File: src/rtl/xfp_pkg.sv
package xfp_pkg;

  // Register addresses
  typedef enum logic [2:0] {
    A_CTRL   = 3'd0,
    A_IEN    = 3'd1,
    A_ISTS   = 3'd2,
    A_LEVEL  = 3'd3,
    A_TXDATA = 3'd4,
    A_RXDATA = 3'd5
  } xfp_addr_e;

  // Internal vector order of the four interrupt sources
  localparam int unsigned IRQ_N     = 4;
  localparam int unsigned IDX_RXRDY = 0;
  localparam int unsigned IDX_TXREQ = 1;
  localparam int unsigned IDX_RXOVF = 2;
  localparam int unsigned IDX_DONE  = 3;

  // Word positions of the sources in the enable and status registers
  localparam int unsigned POS_RXRDY = 0;
  localparam int unsigned POS_TXREQ = 4;
  localparam int unsigned POS_RXOVF = 8;
  localparam int unsigned POS_DONE  = 12;

  function automatic logic [IRQ_N-1:0] irq_unpack(input logic [31:0] w);
    return {w[POS_DONE], w[POS_RXOVF], w[POS_TXREQ], w[POS_RXRDY]};
  endfunction

  function automatic logic [31:0] irq_pack(input logic [IRQ_N-1:0] v);
    logic [31:0] w;
    w = '0;
    w[POS_RXRDY] = v[IDX_RXRDY];
    w[POS_TXREQ] = v[IDX_TXREQ];
    w[POS_RXOVF] = v[IDX_RXOVF];
    w[POS_DONE]  = v[IDX_DONE];
    return w;
  endfunction

  // Receive side: enough bytes waiting
  function automatic logic level_at_or_above(input logic [8:0] cnt, input logic [7:0] thr);
    return cnt >= {1'b0, thr};
  endfunction

  // Transmit side: room for a refill
  function automatic logic level_at_or_below(input logic [8:0] cnt, input logic [7:0] thr);
    return cnt <= {1'b0, thr};
  endfunction

  // Sticky bit with write-one-to-clear; a set in the same cycle wins
  function automatic logic sticky_next(input logic cur, input logic set, input logic clr);
    return set | (cur & ~clr);
  endfunction

endpackage

File: src/rtl/xfp_fifo.sv
module xfp_fifo #(
  parameter int unsigned DEPTH = 128,
  parameter int unsigned WIDTH = 8,
  localparam int unsigned AW = $clog2(DEPTH),
  localparam int unsigned CW = $clog2(DEPTH + 1)
) (
  input  logic             clk,
  input  logic             rst_n,
  input  logic             flush,
  input  logic             push,
  input  logic [WIDTH-1:0] push_data,
  input  logic             pop,
  output logic [WIDTH-1:0] head,
  output logic [CW-1:0]    count,
  output logic             full,
  output logic             empty
);

  logic [WIDTH-1:0] mem [DEPTH];
  logic [AW-1:0]    wr_ptr, rd_ptr;
  logic [CW-1:0]    cnt_q;
  logic             do_push, do_pop;

  assign full    = (cnt_q == CW'(DEPTH));
  assign empty   = (cnt_q == '0);
  assign do_push = push & ~full;
  assign do_pop  = pop & ~empty;
  assign head    = mem[rd_ptr];
  assign count   = cnt_q;

  always_ff @(posedge clk) begin
    if (do_push && !flush) mem[wr_ptr] <= push_data;
  end

  always_ff @(posedge clk or negedge rst_n) begin
    if (!rst_n) begin
      wr_ptr <= '0;
      rd_ptr <= '0;
      cnt_q  <= '0;
    end else if (flush) begin
      wr_ptr <= '0;
      rd_ptr <= '0;
      cnt_q  <= '0;
    end else begin
      if (do_push) wr_ptr <= wr_ptr + AW'(1);
      if (do_pop)  rd_ptr <= rd_ptr + AW'(1);
      case ({do_push, do_pop})
        2'b10:   cnt_q <= cnt_q + CW'(1);
        2'b01:   cnt_q <= cnt_q - CW'(1);
        default: cnt_q <= cnt_q;
      endcase
    end
  end

endmodule

File: src/rtl/xfp_irq.sv
module xfp_irq #(
  parameter int unsigned N = 4
) (
  input  logic         clk,
  input  logic         rst_n,
  input  logic [N-1:0] set,
  input  logic [N-1:0] clr,
  input  logic [N-1:0] en,
  output logic [N-1:0] sts,
  output logic         irq
);
  import xfp_pkg::*;

  for (genvar g = 0; g < N; g++) begin : g_bit
    logic bit_q;
    always_ff @(posedge clk or negedge rst_n) begin
      if (!rst_n) bit_q <= 1'b0;
      else        bit_q <= sticky_next(bit_q, set[g], clr[g]);
    end
    assign sts[g] = bit_q;
  end

  assign irq = |(sts & en);

endmodule

File: src/rtl/xfer_fifo_pair.sv
module xfer_fifo_pair #(
  parameter int unsigned DEPTH = 128,
  localparam int unsigned CW = $clog2(DEPTH + 1)
) (
  input  logic        clk,
  input  logic        rst_n,
  input  logic        reg_we,
  input  logic        reg_re,
  input  logic [2:0]  reg_addr,
  input  logic [31:0] reg_wdata,
  output logic [31:0] reg_rdata,
  input  logic        tx_pop,
  output logic [7:0]  tx_pop_data,
  output logic        tx_empty,
  input  logic        rx_push,
  input  logic [7:0]  rx_push_data,
  input  logic        xfer_done,
  output logic        tx_dma_req,
  output logic        rx_dma_req,
  output logic        irq
);
  import xfp_pkg::*;

  // Control fields
  logic [7:0] rx_thr, tx_thr;
  logic       rx_dma_en, tx_dma_en;
  logic       rx_rst_q, tx_rst_q;
  logic [IRQ_N-1:0] ien;

  // Decoded accesses
  logic wr_ctrl, wr_ien, wr_sts, wr_txd, rd_rxd;
  assign wr_ctrl = reg_we && (reg_addr == A_CTRL);
  assign wr_ien  = reg_we && (reg_addr == A_IEN);
  assign wr_sts  = reg_we && (reg_addr == A_ISTS);
  assign wr_txd  = reg_we && (reg_addr == A_TXDATA);
  assign rd_rxd  = reg_re && (reg_addr == A_RXDATA);

  // FIFO state brought out as named wires
  logic [CW-1:0] rx_cnt, tx_cnt;
  logic          rx_full, rx_empty, tx_full;
  logic [7:0]    rx_head;
  logic [8:0]    rx_cnt9, tx_cnt9;

  xfp_fifo #(.DEPTH(DEPTH), .WIDTH(8)) u_txq (
    .clk(clk), .rst_n(rst_n), .flush(tx_rst_q),
    .push(wr_txd), .push_data(reg_wdata[7:0]),
    .pop(tx_pop), .head(tx_pop_data),
    .count(tx_cnt), .full(tx_full), .empty(tx_empty)
  );

  xfp_fifo #(.DEPTH(DEPTH), .WIDTH(8)) u_rxq (
    .clk(clk), .rst_n(rst_n), .flush(rx_rst_q),
    .push(rx_push), .push_data(rx_push_data),
    .pop(rd_rxd), .head(rx_head),
    .count(rx_cnt), .full(rx_full), .empty(rx_empty)
  );

  assign rx_cnt9 = 9'(rx_cnt);
  assign tx_cnt9 = 9'(tx_cnt);

  // Interrupt source events
  logic rx_rdy_cond, tx_req_cond, ovf_evt;
  assign rx_rdy_cond = level_at_or_above(rx_cnt9, rx_thr);
  assign tx_req_cond = level_at_or_below(tx_cnt9, tx_thr);
  assign ovf_evt     = rx_push & rx_full;

  logic [IRQ_N-1:0] sts_set, sts_clr, sts;
  always_comb begin
    sts_set            = '0;
    sts_set[IDX_RXRDY] = rx_rdy_cond;
    sts_set[IDX_TXREQ] = tx_req_cond;
    sts_set[IDX_RXOVF] = ovf_evt;
    sts_set[IDX_DONE]  = xfer_done;
  end
  assign sts_clr = wr_sts ? irq_unpack(reg_wdata) : '0;

  xfp_irq #(.N(IRQ_N)) u_irq (
    .clk(clk), .rst_n(rst_n), .set(sts_set), .clr(sts_clr),
    .en(ien), .sts(sts), .irq(irq)
  );

  // Control and enable registers; FIFO reset bits live for one cycle
  always_ff @(posedge clk or negedge rst_n) begin
    if (!rst_n) begin
      rx_thr    <= '0;
      tx_thr    <= '0;
      rx_dma_en <= 1'b0;
      tx_dma_en <= 1'b0;
      rx_rst_q  <= 1'b0;
      tx_rst_q  <= 1'b0;
      ien       <= '0;
    end else begin
      if (wr_ctrl) begin
        rx_thr    <= reg_wdata[7:0];
        rx_dma_en <= reg_wdata[8];
        rx_rst_q  <= reg_wdata[15];
        tx_thr    <= reg_wdata[23:16];
        tx_dma_en <= reg_wdata[24];
        tx_rst_q  <= reg_wdata[31];
      end else begin
        rx_rst_q  <= 1'b0;
        tx_rst_q  <= 1'b0;
      end
      if (wr_ien) ien <= irq_unpack(reg_wdata);
    end
  end

  assign rx_dma_req = rx_dma_en & rx_rdy_cond;
  assign tx_dma_req = tx_dma_en & tx_req_cond;

  // Read mux
  always_comb begin
    reg_rdata = '0;
    case (reg_addr)
      A_CTRL:   reg_rdata = {tx_rst_q, 6'd0, tx_dma_en, tx_thr,
                             rx_rst_q, 6'd0, rx_dma_en, rx_thr};
      A_IEN:    reg_rdata = irq_pack(ien);
      A_ISTS:   reg_rdata = irq_pack(sts);
      A_LEVEL:  reg_rdata = {8'd0, 8'(tx_cnt), 8'd0, 8'(rx_cnt)};
      A_RXDATA: reg_rdata = {24'd0, rx_head};
      default:  reg_rdata = '0;
    endcase
  end

  logic unused_sig;
  assign unused_sig = ^{reg_wdata[30:25], reg_wdata[14:9], tx_full, rx_empty};

endmodule

File: config.mk
export PLATFORM = sky130hd
export DESIGN_NAME = xfer_fifo_pair
export DESIGN_NICKNAME = d
export VERILOG_FILES = /design/src/rtl/xfp_pkg.sv /design/src/rtl/xfp_fifo.sv /design/src/rtl/xfp_irq.sv /design/src/rtl/xfer_fifo_pair.sv
export SDC_FILE = /design/constraint.sdc
export NUM_CORES = 2
export LEC_CHECK = 0
export ABC_CLOCK_PERIOD_IN_PS = 10100
export BUFFER_PORTS_ARGS = -buffer_cell sky130_fd_sc_hd__buf_2
export CAP_MARGIN = 10
export CORE_ASPECT_RATIO = 0.6
export CORE_MARGIN = 10
export CORE_UTILIZATION = 60
export CTS_BUF_LIST = sky130_fd_sc_hd__clkbuf_8
export CTS_CLUSTER_DIAMETER = 150
export DETAILED_ROUTE_END_ITERATION = 6
export GPL_TIMING_DRIVEN = 1
export PLACE_DENSITY = 0.76
export SETUP_SLACK_MARGIN = 0.3
export SYNTH_ARGS = -nofsm -noshare
export SYNTH_HDL_FRONTEND = slang
export SYNTH_SLANG_ARGS = --single-unit
File: constraint.sdc
create_clock -name clk -period 10.1 [get_ports clk]
set_clock_uncertainty 0.1 [all_clocks]
set_input_delay 2.02 -clock clk [delete_from_list [all_inputs] [get_ports clk]]
set_output_delay 2.02 -clock clk [all_outputs]
set_load 0.05 [all_outputs]
==> reports/qor.txt <==
Status: complete, but fails checks
Failing checks: DRC
Fin crit period: 7450 ps
Leakage: 28.8 nW
Worst hold start: u_irq.g_bit[3].bit_q
Total gr overflow: 0
CTS tree: built
Cell Pwr Density: 245 mW/mm2
Hold Path Depth: 1
Util after Layout: 0.663
Io pins: 94
Share of layout cells above drive strength 1: 0.236
CTS buffer count: 305
Post-Synthesis Cell Area: 0.0835 mm2
Clk slew on worst S/H paths: 60 ps
Avg WL per Cell: 31.0 um
Clock Sinks: 2120
# fillers: 8678
Fmax: 0.134 GHz
Post-Route WL: 195 mm
Final antenna-violating net count: 0
Critical path peak fanout: 48
Vias per inst: 6.68
RSZ-0062 raised after global routing: no
Max Cap Viol: 0
Core area: 0.137 mm2
Worst R2R End: u_rxq.mem[18][7]
Worst Reg2Reg Path Length in Cells: 6
Clock latency at the later pin of the worst-skew pair: 1020 ps
Syn_area_per_cell: 20.6 um2
TritonRoute pass-1 iters: 7
Post_cts resized: 0
Worst vdd ir: 0.000208 V
Setup TNS: 0 ps
Post-CTS Repair Setup Buffers: 0
Max Transition Viols Final: 0
Die Width: 502 um
Ys Warns: 0
Number of cells produced by synthesis: 4055
Top cell by count, worst path: mux4_2
Vias in the first global route: 41194
Drc violations: 9
Min-delay worst type: reg2reg
Fraction of registers with async set/reset: 0.0340
Endpoints failing hold: 0
CP Capture Type: output pin
Clock root cell: clkbuf_8
Pre-CTS setup slack: 3340 ps
Largest net degree at the start of global routing: 113
Crit start category: flop
Via count: 42127
Req. time, crit path: 7980 ps
GRT Util Overall: 0.252
CTS max path bufs: 4
HPWL Detailed: 120 mm
Hold-fix buffers at CTS: 0
Die height: 309 um
R2R Setup Slk: 5660 ps
Flop and latch count out of synthesis: 2120
Ys flop type: edfxtp_1
CP max-delay cell: dfrtp_4
Tcrit/Tclk final: 0.738
Seq/Total Area, Yosys: 0.758
Final hold slack: 430 ps
H-Tree Depth: 5
Design area: 0.0911 mm2
Global-route wire length before repair: 284 mm
Fin nets: 4360
Slew HR: 0.160
Worst-margin pin slew: 1260 ps
Initial Util: 0.608
Final worst setup slack: 2650 ps
Placer Congestion: 0.906
WHS Endpoint: u_irq.g_bit[3].bit_q
Critical path class: reg2out
Dpl cell area: 0.0858 mm2
Largest stage delay, worst path: 1060 ps
I/O Buffers: 71
# setup viols final: 0
FP Rows: 105
Die ar.: 0.155 mm2
Reg2reg start: u_rxq.count[1]
WP data arrival: 5330 ps
Initial antenna violation count: 9
Syn-to-layout area delta: 9.12%
Synth unique cells: 66
EDFF count, synth: 2048
DR iter-0 viols: 5994
Crit-path cells: buf_4, mux4_2, mux4_2, o21ai_0, nand4_1, buf_2
## area by class of cell
cell class,count,area [um2],share of cell area
sequential,2120,63300,0.695
multi-input combinational,1691,19100,0.210
clock buffer,316,4350,0.0477
tap,1819,2280,0.0250
timing repair buffer,140,991,0.0109
clock inverter,190,966,0.0106
inverter,21,78.8,0.000865
antenna,5,12.5,0.000137
## metal layers
metal  global-route usage  wire (um)  up-vias
li1                     -          -    17154
met4               0.0606       3840        6
met1                0.390      80800    21754
met3                0.117      31300      358
met5              0.00657        174        -
met2                0.324      79300     2855
## synthesized netlist by cell type (4+ instances only)
cell type | count | share of area
o21ai_0 | 40 | 0.0024
mux2_2 | 8 | 0.0011
ha_1 | 30 | 0.0045
nand2_1 | 142 | 0.0064
a211oi_1 | 20 | 0.0018
buf_2 | 78 | 0.0047
and3_1 | 7 | 0.00052
nand2b_1 | 16 | 0.0012
edfxtp_1 | 2048 | 0.74
xor2_1 | 18 | 0.0019
buf_4 | 28 | 0.0025
nand3_1 | 47 | 0.0028
clkbuf_1 | 104 | 0.0047
buf_1 | 22 | 0.00099
nor3_1 | 9 | 0.00054
a221o_1 | 7 | 0.00084
o22ai_1 | 17 | 0.0013
mux4_2 | 539 | 0.15
nor4b_1 | 4 | 0.00042
dfrtp_1 | 72 | 0.022
nor2_1 | 335 | 0.015
nor3b_1 | 10 | 0.00090
nor2b_1 | 26 | 0.0019
nand4_1 | 22 | 0.0016
a21o_1 | 9 | 0.00081
and2_1 | 11 | 0.00082
a31oi_1 | 5 | 0.00037
a21oi_1 | 56 | 0.0034
a221oi_1 | 11 | 0.0012
inv_1 | 21 | 0.00094
a41oi_1 | 7 | 0.00073
mux2i_1 | 129 | 0.015
a22oi_1 | 92 | 0.0083
xnor2_1 | 17 | 0.0018
## cell families after synthesis
kind of cell,after synthesis,synth area share
flip-flops,2120,0.758
multiplexers,677,0.162
AND/OR/NAND/NOR,649,0.0342
AO/OA/AOI/OAI,288,0.0234
buffers and inverters,254,0.0139
XOR/XNOR,35,0.00367
adder cells (fa/ha/maj),31,0.00473
other,1,0.0000449
## worst max path at each step
stage / startpoint / end / slack [ps] / cells after the start
2_1_floorplan: reg_addr[2] / reg_rdata[15] / 3960 / 3
3_3_place_gp: reg_addr[0] / reg_rdata[1] / 3340 / 8
3_5_place_dp: reg_addr[0] / reg_rdata[1] / 3340 / 8
4_1_cts: u_txq.rd_ptr[0] / tx_pop_data[6] / 2680 / 6
5_1_grt: u_rxq.rd_ptr[0] / reg_rdata[0] / 2430 / 8
6_report: u_txq.rd_ptr[0] / tx_pop_data[4] / 2650 / 6
## sequential cells by signal (all words and copies together), names as in the netlist
name,cells
u_txq.wr_ptr,7
u_rxq.rd_ptr,7
u_irq.g_bit.bit_q,4
tx_dma_en,1
tx_rst_q,1
rx_rst_q,1
u_rxq.wr_ptr,7
rx_dma_en,1
u_rxq.mem,1024
u_txq.mem,1024
u_rxq.count,8
u_txq.count,8
tx_thr,8
u_txq.rd_ptr,7
ien,4
rx_thr,8
## cells in the final DEF, fill, tap and decap left out, drive strengths merged, types with 5 or more instances in the layout
cell type and n:
bufinv 8, clkbuf 316, nand2 142, mux2i 129, a221oi 11, xnor2 17
a21oi 56, a221o 7, nor2 335, nor3 9, and3 7, a41oi 7
a31oi 6, xor2 18, mux2 9, o21ai 42, mux4 539, dfrtp 72
nor3b 11, ha 30, a22oi 92, nand3 47, diode 5, and2 12
nand4 22, edfxtp 2048, clkinv 68, a211oi 20, nor2b 26, conb 11
nand2b 16, a21o 9, inv 131, buf 140, o22ai 17
## report_power, final
| part | switching, mW | total, mW | internal, mW | leakage, nW |
|---|---|---|---|---|
| registers | 0.406 | 10.2 | 9.80 | 19.3 |
| clock network | 3.11 | 6.20 | 3.08 | 3.12 |
| logic | 3.33 | 5.93 | 2.60 | 6.40 |
## per-stage QoR
stage | std cells | power (mW)
3_3_place_gp | 5791 | 16.1
2_1_floorplan | 4065 | 14.4
6_report | 6302 | 22.3
4_1_cts | 6297 | 22.3
3_5_place_dp | 5791 | 16.2
5_1_grt | 6301 | 23.1
## worst max-delay path: cells and delay by family, from the launching register on
kind                   cells  cell delay [ps]
AND/OR/NAND/NOR            1              280
flip-flops                 1             1060
multiplexers               2             1210
buffers and inverters      2              960
AO/OA/AOI/OAI              1              770
(Power assumes the default switching activity.)
